### config.mk
export PLATFORM = sky130hd
export DESIGN_NAME = timer8_cmp
export DESIGN_NICKNAME = d
export VERILOG_FILES = /design/src/rtl/timer8_pkg.sv /design/src/rtl/timer8_ctrl.sv /design/src/rtl/timer8_datapath.sv /design/src/rtl/timer8_cmp.sv
export SDC_FILE = /design/constraint.sdc
export NUM_CORES = 1
export LEC_CHECK = 0
export ABC_AREA = 1
export CAP_MARGIN = 20
export CORE_ASPECT_RATIO = 0.5
export CORE_MARGIN = 10
export CORE_UTILIZATION = 45
export CTS_CLUSTER_DIAMETER = 30
export DETAILED_ROUTE_END_ITERATION = 6
export PLACE_DENSITY_LB_ADDON = 0.15
export SYNTH_ARGS = -nofsm -noshare
export SYNTH_HDL_FRONTEND = slang
export SYNTH_SLANG_ARGS = --single-unit
### constraint.sdc
create_clock -name clk -period 1.2 [get_ports clk]
set_input_delay 0.18 -clock clk [delete_from_list [all_inputs] [get_ports clk]]
set_output_delay 0.18 -clock clk [all_outputs]
set_load 0.005 [all_outputs]
### src/rtl/timer8_pkg.sv
package timer8_pkg;

  typedef enum logic [1:0] {
    CNT_FREE     = 2'd0,
    CNT_ALT1     = 2'd1,
    CNT_CLRMATCH = 2'd2,
    CNT_ALT3     = 2'd3
  } cntMode_e;

  typedef enum logic [1:0] {
    PIN_NONE   = 2'd0,
    PIN_TOGGLE = 2'd1,
    PIN_CLEAR  = 2'd2,
    PIN_SET    = 2'd3
  } pinAct_e;

  // strobes from control to datapath, one cycle each
  typedef struct packed {
    logic    loadCnt;
    logic    zeroCnt;
    logic    incCnt;
    logic    setOvf;
    logic    clrOvf;
    logic    setCmp;
    logic    clrCmp;
    logic    pinFire;
    pinAct_e pinAct;
  } dpStrobe_t;

endpackage

### src/rtl/timer8_ctrl.sv
module timer8_ctrl
  import timer8_pkg::*;
#(
  parameter int W  = 8,
  parameter int AW = 2
) (
  input  logic          clk,
  input  logic          rst_n,
  input  logic          tick,
  input  logic          wrEn,
  input  logic [AW-1:0] wrAddr,
  input  logic [W-1:0]  wrData,
  input  logic [W-1:0]  cntVal,
  output dpStrobe_t     strb,
  output logic [W-1:0]  cmpVal,
  output logic [1:0]    modeVal
);

  localparam logic [AW-1:0] ADDR_CNT  = AW'(0);
  localparam logic [AW-1:0] ADDR_CMP  = AW'(1);
  localparam logic [AW-1:0] ADDR_CTRL = AW'(2);
  localparam logic [AW-1:0] ADDR_CMD  = AW'(3);
  localparam int BIT_FORCE  = 0;
  localparam int BIT_CLROVF = 1;
  localparam int BIT_CLRCMP = 2;
  localparam logic [W-1:0] CNT_MAX = '1;

  cntMode_e     cntModeQ;
  pinAct_e      pinActQ;
  logic [W-1:0] cmpQ;

  logic cntWr, cmdWr, tickEff, isMatch, waveOk, forceReq;

  always_comb begin
    cntWr    = wrEn && (wrAddr == ADDR_CNT);
    cmdWr    = wrEn && (wrAddr == ADDR_CMD);
    tickEff  = tick && !cntWr;
    isMatch  = tickEff && (cntVal == cmpQ);
    waveOk   = (cntModeQ == CNT_FREE) || (cntModeQ == CNT_CLRMATCH);
    forceReq = cmdWr && wrData[BIT_FORCE];

    strb         = '0;
    strb.loadCnt = cntWr;
    strb.zeroCnt = isMatch && (cntModeQ == CNT_CLRMATCH);
    strb.incCnt  = tickEff;
    strb.setOvf  = tickEff && (cntVal == CNT_MAX);
    strb.clrOvf  = cmdWr && wrData[BIT_CLROVF];
    strb.setCmp  = isMatch;
    strb.clrCmp  = cmdWr && wrData[BIT_CLRCMP];
    strb.pinFire = waveOk && (isMatch || forceReq);
    strb.pinAct  = pinActQ;
  end

  always_ff @(posedge clk) begin
    if (!rst_n) begin
      cntModeQ <= CNT_FREE;
      pinActQ  <= PIN_NONE;
      cmpQ     <= '0;
    end else if (wrEn) begin
      if (wrAddr == ADDR_CMP) cmpQ <= wrData;
      if (wrAddr == ADDR_CTRL) begin
        cntModeQ <= cntMode_e'(wrData[1:0]);
        pinActQ  <= pinAct_e'(wrData[3:2]);
      end
    end
  end

  assign cmpVal  = cmpQ;
  assign modeVal = cntModeQ;

endmodule

### src/rtl/timer8_datapath.sv
module timer8_datapath
  import timer8_pkg::*;
#(
  parameter int W = 8
) (
  input  logic         clk,
  input  logic         rst_n,
  input  dpStrobe_t    strb,
  input  logic [W-1:0] loadVal,
  output logic [W-1:0] cntQ,
  output logic         ovfQ,
  output logic         cmpQ,
  output logic         pinQ
);

  always_ff @(posedge clk) begin
    if (!rst_n) begin
      cntQ <= '0;
      ovfQ <= 1'b0;
      cmpQ <= 1'b0;
      pinQ <= 1'b0;
    end else begin
      if (strb.loadCnt)      cntQ <= loadVal;
      else if (strb.zeroCnt) cntQ <= '0;
      else if (strb.incCnt)  cntQ <= cntQ + 1'b1;

      if (strb.setOvf)      ovfQ <= 1'b1;
      else if (strb.clrOvf) ovfQ <= 1'b0;

      if (strb.setCmp)      cmpQ <= 1'b1;
      else if (strb.clrCmp) cmpQ <= 1'b0;

      if (strb.pinFire) begin
        unique case (strb.pinAct)
          PIN_TOGGLE: pinQ <= ~pinQ;
          PIN_CLEAR:  pinQ <= 1'b0;
          PIN_SET:    pinQ <= 1'b1;
          default:    pinQ <= pinQ;
        endcase
      end
    end
  end

endmodule

### src/rtl/timer8_cmp.sv
module timer8_cmp
  import timer8_pkg::*;
#(
  parameter int W  = 8,
  parameter int AW = 2
) (
  input  logic          clk,
  input  logic          rst_n,
  input  logic          tick,
  input  logic          wrEn,
  input  logic [AW-1:0] wrAddr,
  input  logic [W-1:0]  wrData,
  output logic [W-1:0]  cntVal,
  output logic          ovfFlag,
  output logic          cmpFlag,
  output logic          wavePin
);

  dpStrobe_t    strb;
  logic [W-1:0] cmpReg;
  logic [1:0]   modeReg;

  timer8_ctrl #(.W(W), .AW(AW)) u_ctrl (
    .clk(clk), .rst_n(rst_n), .tick(tick), .wrEn(wrEn), .wrAddr(wrAddr),
    .wrData(wrData), .cntVal(cntVal), .strb(strb), .cmpVal(cmpReg),
    .modeVal(modeReg)
  );

  timer8_datapath #(.W(W)) u_dp (
    .clk(clk), .rst_n(rst_n), .strb(strb), .loadVal(wrData),
    .cntQ(cntVal), .ovfQ(ovfFlag), .cmpQ(cmpFlag), .pinQ(wavePin)
  );

endmodule

Word-level counts from Yosys, hierarchy flattened
Index checks and enable logic that the tools add are counted.
Operators by class
  multiplexer cells: 8
  equal/unequal tests: 9
  reductions and logical operators: 22
  bitwise gates (word level): 1
  $add $sub $neg: 1
Operator list (number)
  $mux 8: 3
  $eq 2x2->1 const B: 5
  $logic_and 1x1->1: 10
  $add 8x1->8 const B: 1
  $eq 8x8->1: 1
  $eq 8x8->1 const B: 1
  $reduce_and 2->1: 3
  $reduce_bool 3->1: 2
  $eq 2x1->1 const B: 2
  $logic_not 2->1: 2
  $mux 1: 4
  $reduce_bool 2->1: 2
  $pmux 1 s3: 1
  $logic_or 1x1->1: 2
  $logic_not 1->1: 1
  $not 1->1: 1
Storage, ports and cells
  bits of input ports: 14
  output and inout bits: 11
  register bits after elaboration: 23

Depth between registers and ports, before layout
Gate-level depths: netlist of the first run.
  word-level depth: 8
  mapped depth: 9
  mapped depth without buffers: 9

Hierarchy
A second synthesis of the first run with hierarchy kept.
Unflattened totals
  cells, all modules: 177
  area, all modules: 1229.9 µm²
Modules (own cells, without submodules)
  timer8_ctrl: times used 1, seq. area each 240.2 µm², area each 639.4 µm², cells an instance 94
  timer8_datapath: times used 1, seq. area each 220.2 µm², area each 590.6 µm², cells an instance 83

Worst setup path after synthesis of the first run
No wires, ideal clock.
  path type: register -> register
  from: register u_dp.cntQ[0]
  to: register u_dp.cntQ[3]
  cell stages (with the launch flop): 10
  clock period less this slack: 1.297 ns
  data required time: 1.068 ns
  arrival time: 1.165 ns
  setup time: 0.132 ns
  slack: -0.097 ns
  path through: dfxtp_1 inv_1 nand2_1 nand2_1 nor2_1 nand3_4 nor2_4 nand3_4 nand3b_1 a21oi_1
On the way
  longest elaborated chain between the ends: 5
  elaborated cells between the ends (all ways): 8
Ends and longest elaborated chain
  start, declared: RTL line timer8_datapath.sv:10  | output logic [W-1:0] cntQ,
  start signal, assigned: RTL line timer8_datapath.sv:23  | if (strb.loadCnt) cntQ <= loadVal;
  start signal, assigned: RTL line timer8_datapath.sv:25  | else if (strb.incCnt) cntQ <= cntQ + 1'b1;
  parallel branches: the longest is 5 deep, another holds $add 8x1->8
Several ways; the timed one is not identified. The select of a mux whose other input is x is not followed.
A chain may end at the register's enable or synchronous reset.

Final worst setup path of the first run
  from: register u_dp.cntQ[2]
  to: register u_dp.cntQ[4]
The elaborated chain is that of the path after synthesis.

==> metrics.md, run 1 <==
| Metric | Value |
|---|---|
| Status | finished with violations |
| Failing checks | setup timing |
| Asr flop ratio synth | 0 |
| Share of cells above drive strength 1 | 0.398 |
| Remaining DRCs | 0 |
| Post-route setup TNS | -2.56 ns |
| Clock buffer depth | 2 |
| Max FO, Critical Path | 8 |
| Fin area | 0.00210 mm^2 |
| Via density per instance | 5.20 |
| CP max-delay cell | dfxtp_4 |
| Core region area | 0.00264 mm^2 |
| Initial antenna violation count | 0 |
| I/O pins | 25 |
| Max-cap viol count | 0 |
| Leakage power | 0.896 nW |
| Most frequent cell on the critical path | nand2_2 |
| Crit path DAT | 1.69 ns |
| Synthesized area per cell | 6.95 um^2 |
| Max VDD drop | 0.000575 V |
| Clk slew on worst S/H paths | 0.09 ns |
| Row cnt | 13 |
| Cell taking the most area after synthesis | dfxtp_1 |
| Fillers | 173 |
| Final WS setup | -0.316 ns |
| Net Sw Frac | 0.304 |
| Setup CP Type | flip-flop to flip-flop |
| Flop pwr share | 0.456 |
| Clk pwr share | 0.274 |
| Worst path required time | 1.38 ns |
| Yosys cell types | 22 |
| Die width | 94.8 um |
| Multi-input logic area | 832 um^2 |
| Setup Viol. Count Final | 11 |
| Gr usage total | 0.153 |
| Crit-path max cell delay | 0.37 ns |
| N_diodes | 0 |
| # H-tree levels | 1 |
| Drt first pass iters | 4 |
| Sw Pwr | 0.558 mW |
| Power Density | 873 mW/mm^2 |
| Hold_buf cts | 0 |
| Final period utilization | 1.26 |
| Nets@finish | 265 |
| Slew @ Worst Pin | 0.314 ns |
| Tot Pwr | 1.83 mW |
| Slew Viols, Final | 0 |
| Placed Area | 0.00183 mm^2 |
| Post-place setup slack | -0.437 ns |
| FF+latch count, synth | 23 |
| Reg area | 484 um^2 |
| Die ar. | 0.00544 mm^2 |
| Wirelength, routed | 4.32 mm |
| Clock Tree Root | clkbuf_8 |
| Clock Latency Late Sink | 0.28 ns |
| Largest net degree at the start of global routing | 14 |
| Min cycle time layout | 1.52 ns |
| CTS tree | done |
| CTS Buf Count | 3 |
| Yosys top cell area share | 0.366 |
| Critical Path End Type | flip-flop |
| EDFF count, synth | 0 |
| Vias in the first global route | 1461 |
| Drt initial violations | 66 |
| Mapped Nets | 196 |
| GRT overflow | 0 |
| Die H | 57.4 um |
| Hold path cells | 2 |
| Post-Syn Area | 0.00126 mm^2 |
| Global-route wire length before repair | 6.76 mm |
| Initial Util | 0.478 |
| Combinational share of power | 0.270 |
| Seq/Total Area, Yosys | 0.366 |
| Routed via count | 1488 |
| Fmax | 660 MHz |
| Post-synth top flop | dfxtp_1 |
| Critical Path, Cell by Cell | buf_6, inv_2, nand2_2, nand2_1, nor2_1, nand2_2, nor2_4, nand3_4, nand3b_1, a21oi_1 |
| IO Port Bufs | 24 |
| GPL Wtd Cong | 0.823 |
| P_int | 1.28 mW |
| Post-DP HPWL | 2.71 mm |
| Largest cells by area after synthesis | dfxtp_1 37%, a21oi_1 9.1%, nand2_1 8.9% |
| Cells after synthesis | 181 |
| Area Growth Syn to Fin | 66.9% |
| Clock sink count | 23 |
| Slew margin rel. | 0.790 |
| Unrepaired setup endpoints after global routing | yes |
| Antenna viol nets, final | 0 |
| FF-to-FF path depth | 10 |
| Avg WL per Cell | 15.1 um |
| Worst Skew | 0.00871 ns |
| Final Hold Fails | 0 |
| Hold crit path type | flip-flop to flip-flop |
| Crit start category | flip-flop |
| YS warnings | 0 |
==> layout make-up <==
type	instances	area share
Sequential cell	23	0.230
Clock inverter	1	0.00238
Multi-Input combinational cell	124	0.396
Inverter	30	0.0536
Tap cell	37	0.0220
Clock buffer	3	0.0197
Timing Repair Buffer	68	0.276
==> sequential cells by signal (all words and copies together) (netlist names) <==
name,flops
u_ctrl.cmpVal,8
u_ctrl.modeVal,2
u_ctrl.pinActQ,2
u_dp.cmpQ,1
u_dp.cntQ,8
u_dp.ovfQ,1
u_dp.pinQ,1
==> timing repair <==
action | 4_1_cts | 5_1_grt
cloned | 0 | 0
gates resized for setup | 47 | 13
setup buffers | 7 | 2
pin swaps | 11 | 13
setup endpoints to repair | 27 | 13
==> placed cells by master, fill, tap and decap left out, types with 7 or more instances in the layout <==
master,n
clkdlybuf4s50_1,10
nand3_2,7
a21oi_2,7
buf_4,41
nor2_1,7
inv_1,24
a21oi_1,16
dfxtp_1,14
nand2_1,27
dlygate4sd2_1,11
o21ai_0,19
nand3_1,7
==> power by group through the flow <==
stage	logic (mW)	clock network, mW	registers, mW
2_1_floorplan	0.193	0	0.853
3_3_place_gp	0.412	0	0.854
3_5_place_dp	0.416	0	0.856
4_1_cts	0.459	0.519	0.838
5_1_grt	0.535	0.542	0.843
6_report	0.495	0.502	0.837
==> metrics by stage <==
stage	std cells	util	hold slack (ns)
3_3_place_gp	274	0.695	0.445
4_1_cts	284	0.773	0.470
6_report	286	0.797	0.467
3_5_place_dp	274	0.695	0.459
2_1_floorplan	181	-	0.309
5_1_grt	286	0.797	0.512
==> final timing paths <==
path | to | startpoint | slack [ns]
max | u_dp.cntQ[4] | u_dp.cntQ[2] | -0.32
min | u_dp.pinQ | u_dp.pinQ | 0.47
max reg2reg | u_dp.cntQ[4] | u_dp.cntQ[2] | -0.32
min reg2reg | u_dp.pinQ | u_dp.pinQ | 0.47
==> synth_stat cells, types with 2 or more instances <==
library cell and n:
inv_2 4, nor2_4 2, nand3b_1 4, o22ai_1 3, nand3_1 16, buf_2 2
nand3_4 2, nand2_1 30, clkbuf_1 2, xor2_1 5, nor2_1 12, inv_1 26
a21oi_1 23, dfxtp_1 23, o21ai_0 19, nand4_1 2
==> logic make-up (layout without fill, tap and decap cells) <==
kind of cell,Yosys count,count (layout),synth area share
buffers and inverters,34,102,0.103
AO/OA/AOI/OAI,47,47,0.204
adder cells (fa/ha/maj),1,1,0.00994
flip-flops,23,23,0.366
XOR/XNOR,5,5,0.0348
AND/OR/NAND/NOR,71,71,0.282
==> routing by layer <==
| layer | track usage | wire, um | vias to the layer above |
|---|---|---|---|
| met3 | 0.0495 | 354 | 14 |
| li1 | - | - | 731 |
| met1 | 0.181 | 1900 | 687 |
| met2 | 0.259 | 1990 | 56 |
| met5 | 0 | 0 | - |
| met4 | 0.0466 | 88 | 0 |
==> critical path: cells and delay by family, from the launching register on <==
kind                   cells  cell delay, ns
flip-flops                 1            0.37
AND/OR/NAND/NOR            7            0.83
AO/OA/AOI/OAI              1            0.07
buffers and inverters      2            0.14
Power figures use the tool's default switching activity.
==> run 2: changes to the inputs <==
- CORE_MARGIN: 10 -> 2
- CORE_UTILIZATION: 45 -> 35
- TNS_END_PERCENT: unset -> 1
==> run 2 against run 1 <==
  * The run still ends with setup timing left
  * Wire length down 19%
  * Via count down 9.7%
  * Global-route usage up 3.0 points
  * Worst setup slack better by 0.17 ns
  * Maximum frequency up 13%
  * Register-to-register slack better by 0.17 ns
  * Largest cell class unchanged
  * Power down 3.9%
==> metrics.md, run 2 (synthesis results as in run 1) <==
| Metric | Value |
|---|---|
| Die width | 88.8 um (-6.3%) |
| Post-place setup slack | -0.432 ns (+0.00519 ns) |
| Final WS setup | -0.143 ns (+0.173 ns) |
| CTS tree | done |
| Die H | 46.4 um (-19%) |
| R2R Setup Slk | -0.14 ns (+0.17 ns) |
| Crit path DAT | 1.51 ns (-0.18 ns) |
| Final Hold Fails | 0 (unchanged) |
| R2r startpoint | u_dp.cntQ[0] |
| Nets@finish | 259 (-2.3%) |
| Crit start category | flip-flop |
| Vias in the first global route | 1183 (-19%) |
| Post-route setup TNS | -1.22 ns (+1.34 ns) |
| GRT overflow | 0 (unchanged) |
| Slew Viols, Final | 0 (unchanged) |
| Avg WL per Cell | 11.9 um (-21%) |
| Most common cell after layout, fill and taps aside | buf_4 |
| Via density per instance | 4.57 (-12%) |
| Final period utilization | 1.12 (-0.144) |
| Global-route wire length before repair | 5.51 mm (-19%) |
| Power Density | 904 mW/mm^2 (+3.5%) |
| FF-to-FF path depth | 9 (-1) |
| Min-delay src | wrAddr[0] |
| Hold path cells | 4 (+2) |
| # H-tree levels | 1 (unchanged) |
| Setup Viol. Count Final | 11 (unchanged) |
| Fillers | 334 (+93%) |
| Commonest cells after routing, fill and taps aside | 38 x buf_4, 28 x nand2_1, 25 x inv_1, 22 x a21oi_1, 18 x o21ai_0 |
| Wirelength, routed | 3.49 mm (-19%) |
| Unrepaired setup endpoints after global routing | yes |
| Leakage power | 0.858 nW (-4.2%) |
| Routed via count | 1343 (-9.7%) |
| Clock buffer depth | 2 (unchanged) |
| GPL Wtd Cong | 0.796 (-3.3%) |
| Initial Util | 0.366 (-0.111) |
| Row cnt | 15 (+2) |
| Multi-input logic area | 722 um^2 (-13%) |
| Slew margin rel. | 0.822 (+0.0320) |
| Post-DP HPWL | 2.69 mm (-0.65%) |
| CTS Buf Count | 3 (unchanged) |
| Status | finished with violations |
| Antenna viol nets, final | 0 (unchanged) |
| RR Endpoint | u_dp.cntQ[3] |
| Clk slew on worst S/H paths | 0.09 ns (about the same) |
| Clock sink count | 23 (unchanged) |
| Die ar. | 0.00412 mm^2 (-24%) |
| IO Port Bufs | 24 (unchanged) |
| Core region area | 0.00343 mm^2 (+30%) |
| Min cycle time layout | 1.34 ns (-0.173 ns) |
| Hold crit path type | input pin to flip-flop |
| Max-cap viol count | 0 (unchanged) |
| Drt initial violations | 47 (-29%) |
| Gr usage total | 0.183 (+0.0301) |
| Clock Latency Late Sink | 0.27 ns (about the same) |
| Worst path required time | 1.37 ns (about the same) |
| Failing checks | setup timing |
| N_diodes | 0 (unchanged) |
| Min Hold Slack | 0.395 ns (-0.0726 ns) |
| Max FO, Critical Path | 8 (unchanged) |
| Placed Area | 0.00186 mm^2 (+1.4%) |
| Worst Skew | 0.00539 ns (-0.00332 ns) |
| Max VDD drop | 0.000443 V (-23%) |
| Remaining DRCs | 0 (unchanged) |
| Slew @ Worst Pin | 0.266 ns (-0.0480 ns) |
| Reg area | 483 um^2 (-0.26%) |
| Hold_buf cts | 0 (unchanged) |
| Area Growth Syn to Fin | 55.1% |
| Setup CP Type | flip-flop to flip-flop |
| Share of cells above drive strength 1 | 0.309 (-0.0889) |
| Fin area | 0.00195 mm^2 (-7.1%) |
| Initial antenna violation count | 0 (unchanged) |
| I/O pins | 25 (unchanged) |
| Fmax | 744 MHz (+13%) |
| Critical Path End Type | flip-flop |
| Largest net degree at the start of global routing | 13 (-1) |
| Clock Tree Root | clkbuf_8 |
| Drt first pass iters | 4 (unchanged) |
| Hold Path End | u_ctrl.pinActQ[1] |
[run 2: how the worst max path moves through the flow]
stage / endpoint / from / cells after the start / slack [ns]
6_report: u_dp.cntQ[3] / u_dp.cntQ[0] / 9 / -0.14
5_1_grt: u_dp.cntQ[3] / u_dp.cntQ[0] / 9 / -0.27
4_1_cts: u_dp.cntQ[7] / u_dp.cntQ[2] / 7 / -0.14
3_5_place_dp: u_dp.cntQ[3] / wrEn / 7 / -0.43
3_3_place_gp: u_ctrl.cmpVal[0] / wrEn / 6 / -0.37
2_1_floorplan: u_dp.cntQ[3] / u_dp.cntQ[1] / 9 / -0.006
[run 2: critical path, cell delays in order (launching register included)]
cell and delay [ns]:
dfxtp_4 0.38, inv_2 0.04, nand2_1 0.04, nand2_1 0.06
nor2_2 0.16, nand3_4 0.10, nor2_4 0.14, nand3_4 0.12
nand3b_1 0.13, a21oi_2 0.05
[run 2: power breakdown]
group	leakage [nW]	switching (mW)	total, mW	internal, mW
combinational	0.642	0.212	0.430	0.218
sequential	0.193	0.0323	0.834	0.802
clock	0.0228	0.262	0.500	0.238
[run 2: layout make-up]
class,instances,share of cell area
sequential,23,0.247
tap,51,0.0327
multi-input combinational,124,0.370
clock buffer,4,0.0231
inverter,30,0.0577
timing repair buffer,62,0.269
[run 2: timing repair]
| item | in CTS | in global routing |
|---|---|---|
| setup endpoints to repair | 34 | 21 |
| resized for setup | 23 | 12 |
| pin swaps | 1 | 7 |
| gates cloned | 0 | 0 |
| buffers inserted | 0 | 1 |
[run 2: stage by stage]
| step | cells | power [mW] | utilization |
|---|---|---|---|
| floorplan | 181 | 1.05 | - |
| global placement | 289 | 1.27 | 0.540 |
| detailed placement | 289 | 1.28 | 0.540 |
| CTS | 293 | 1.76 | 0.555 |
| global route | 294 | 1.85 | 0.568 |
| finish | 294 | 1.76 | 0.568 |
[run 2: metal layers]
metal	share of wire	GRT usage
met1	0.52	0.252
met2	0.44	0.294
met3	0.041	0.0430
met4	0	0.0455
met5	0	0
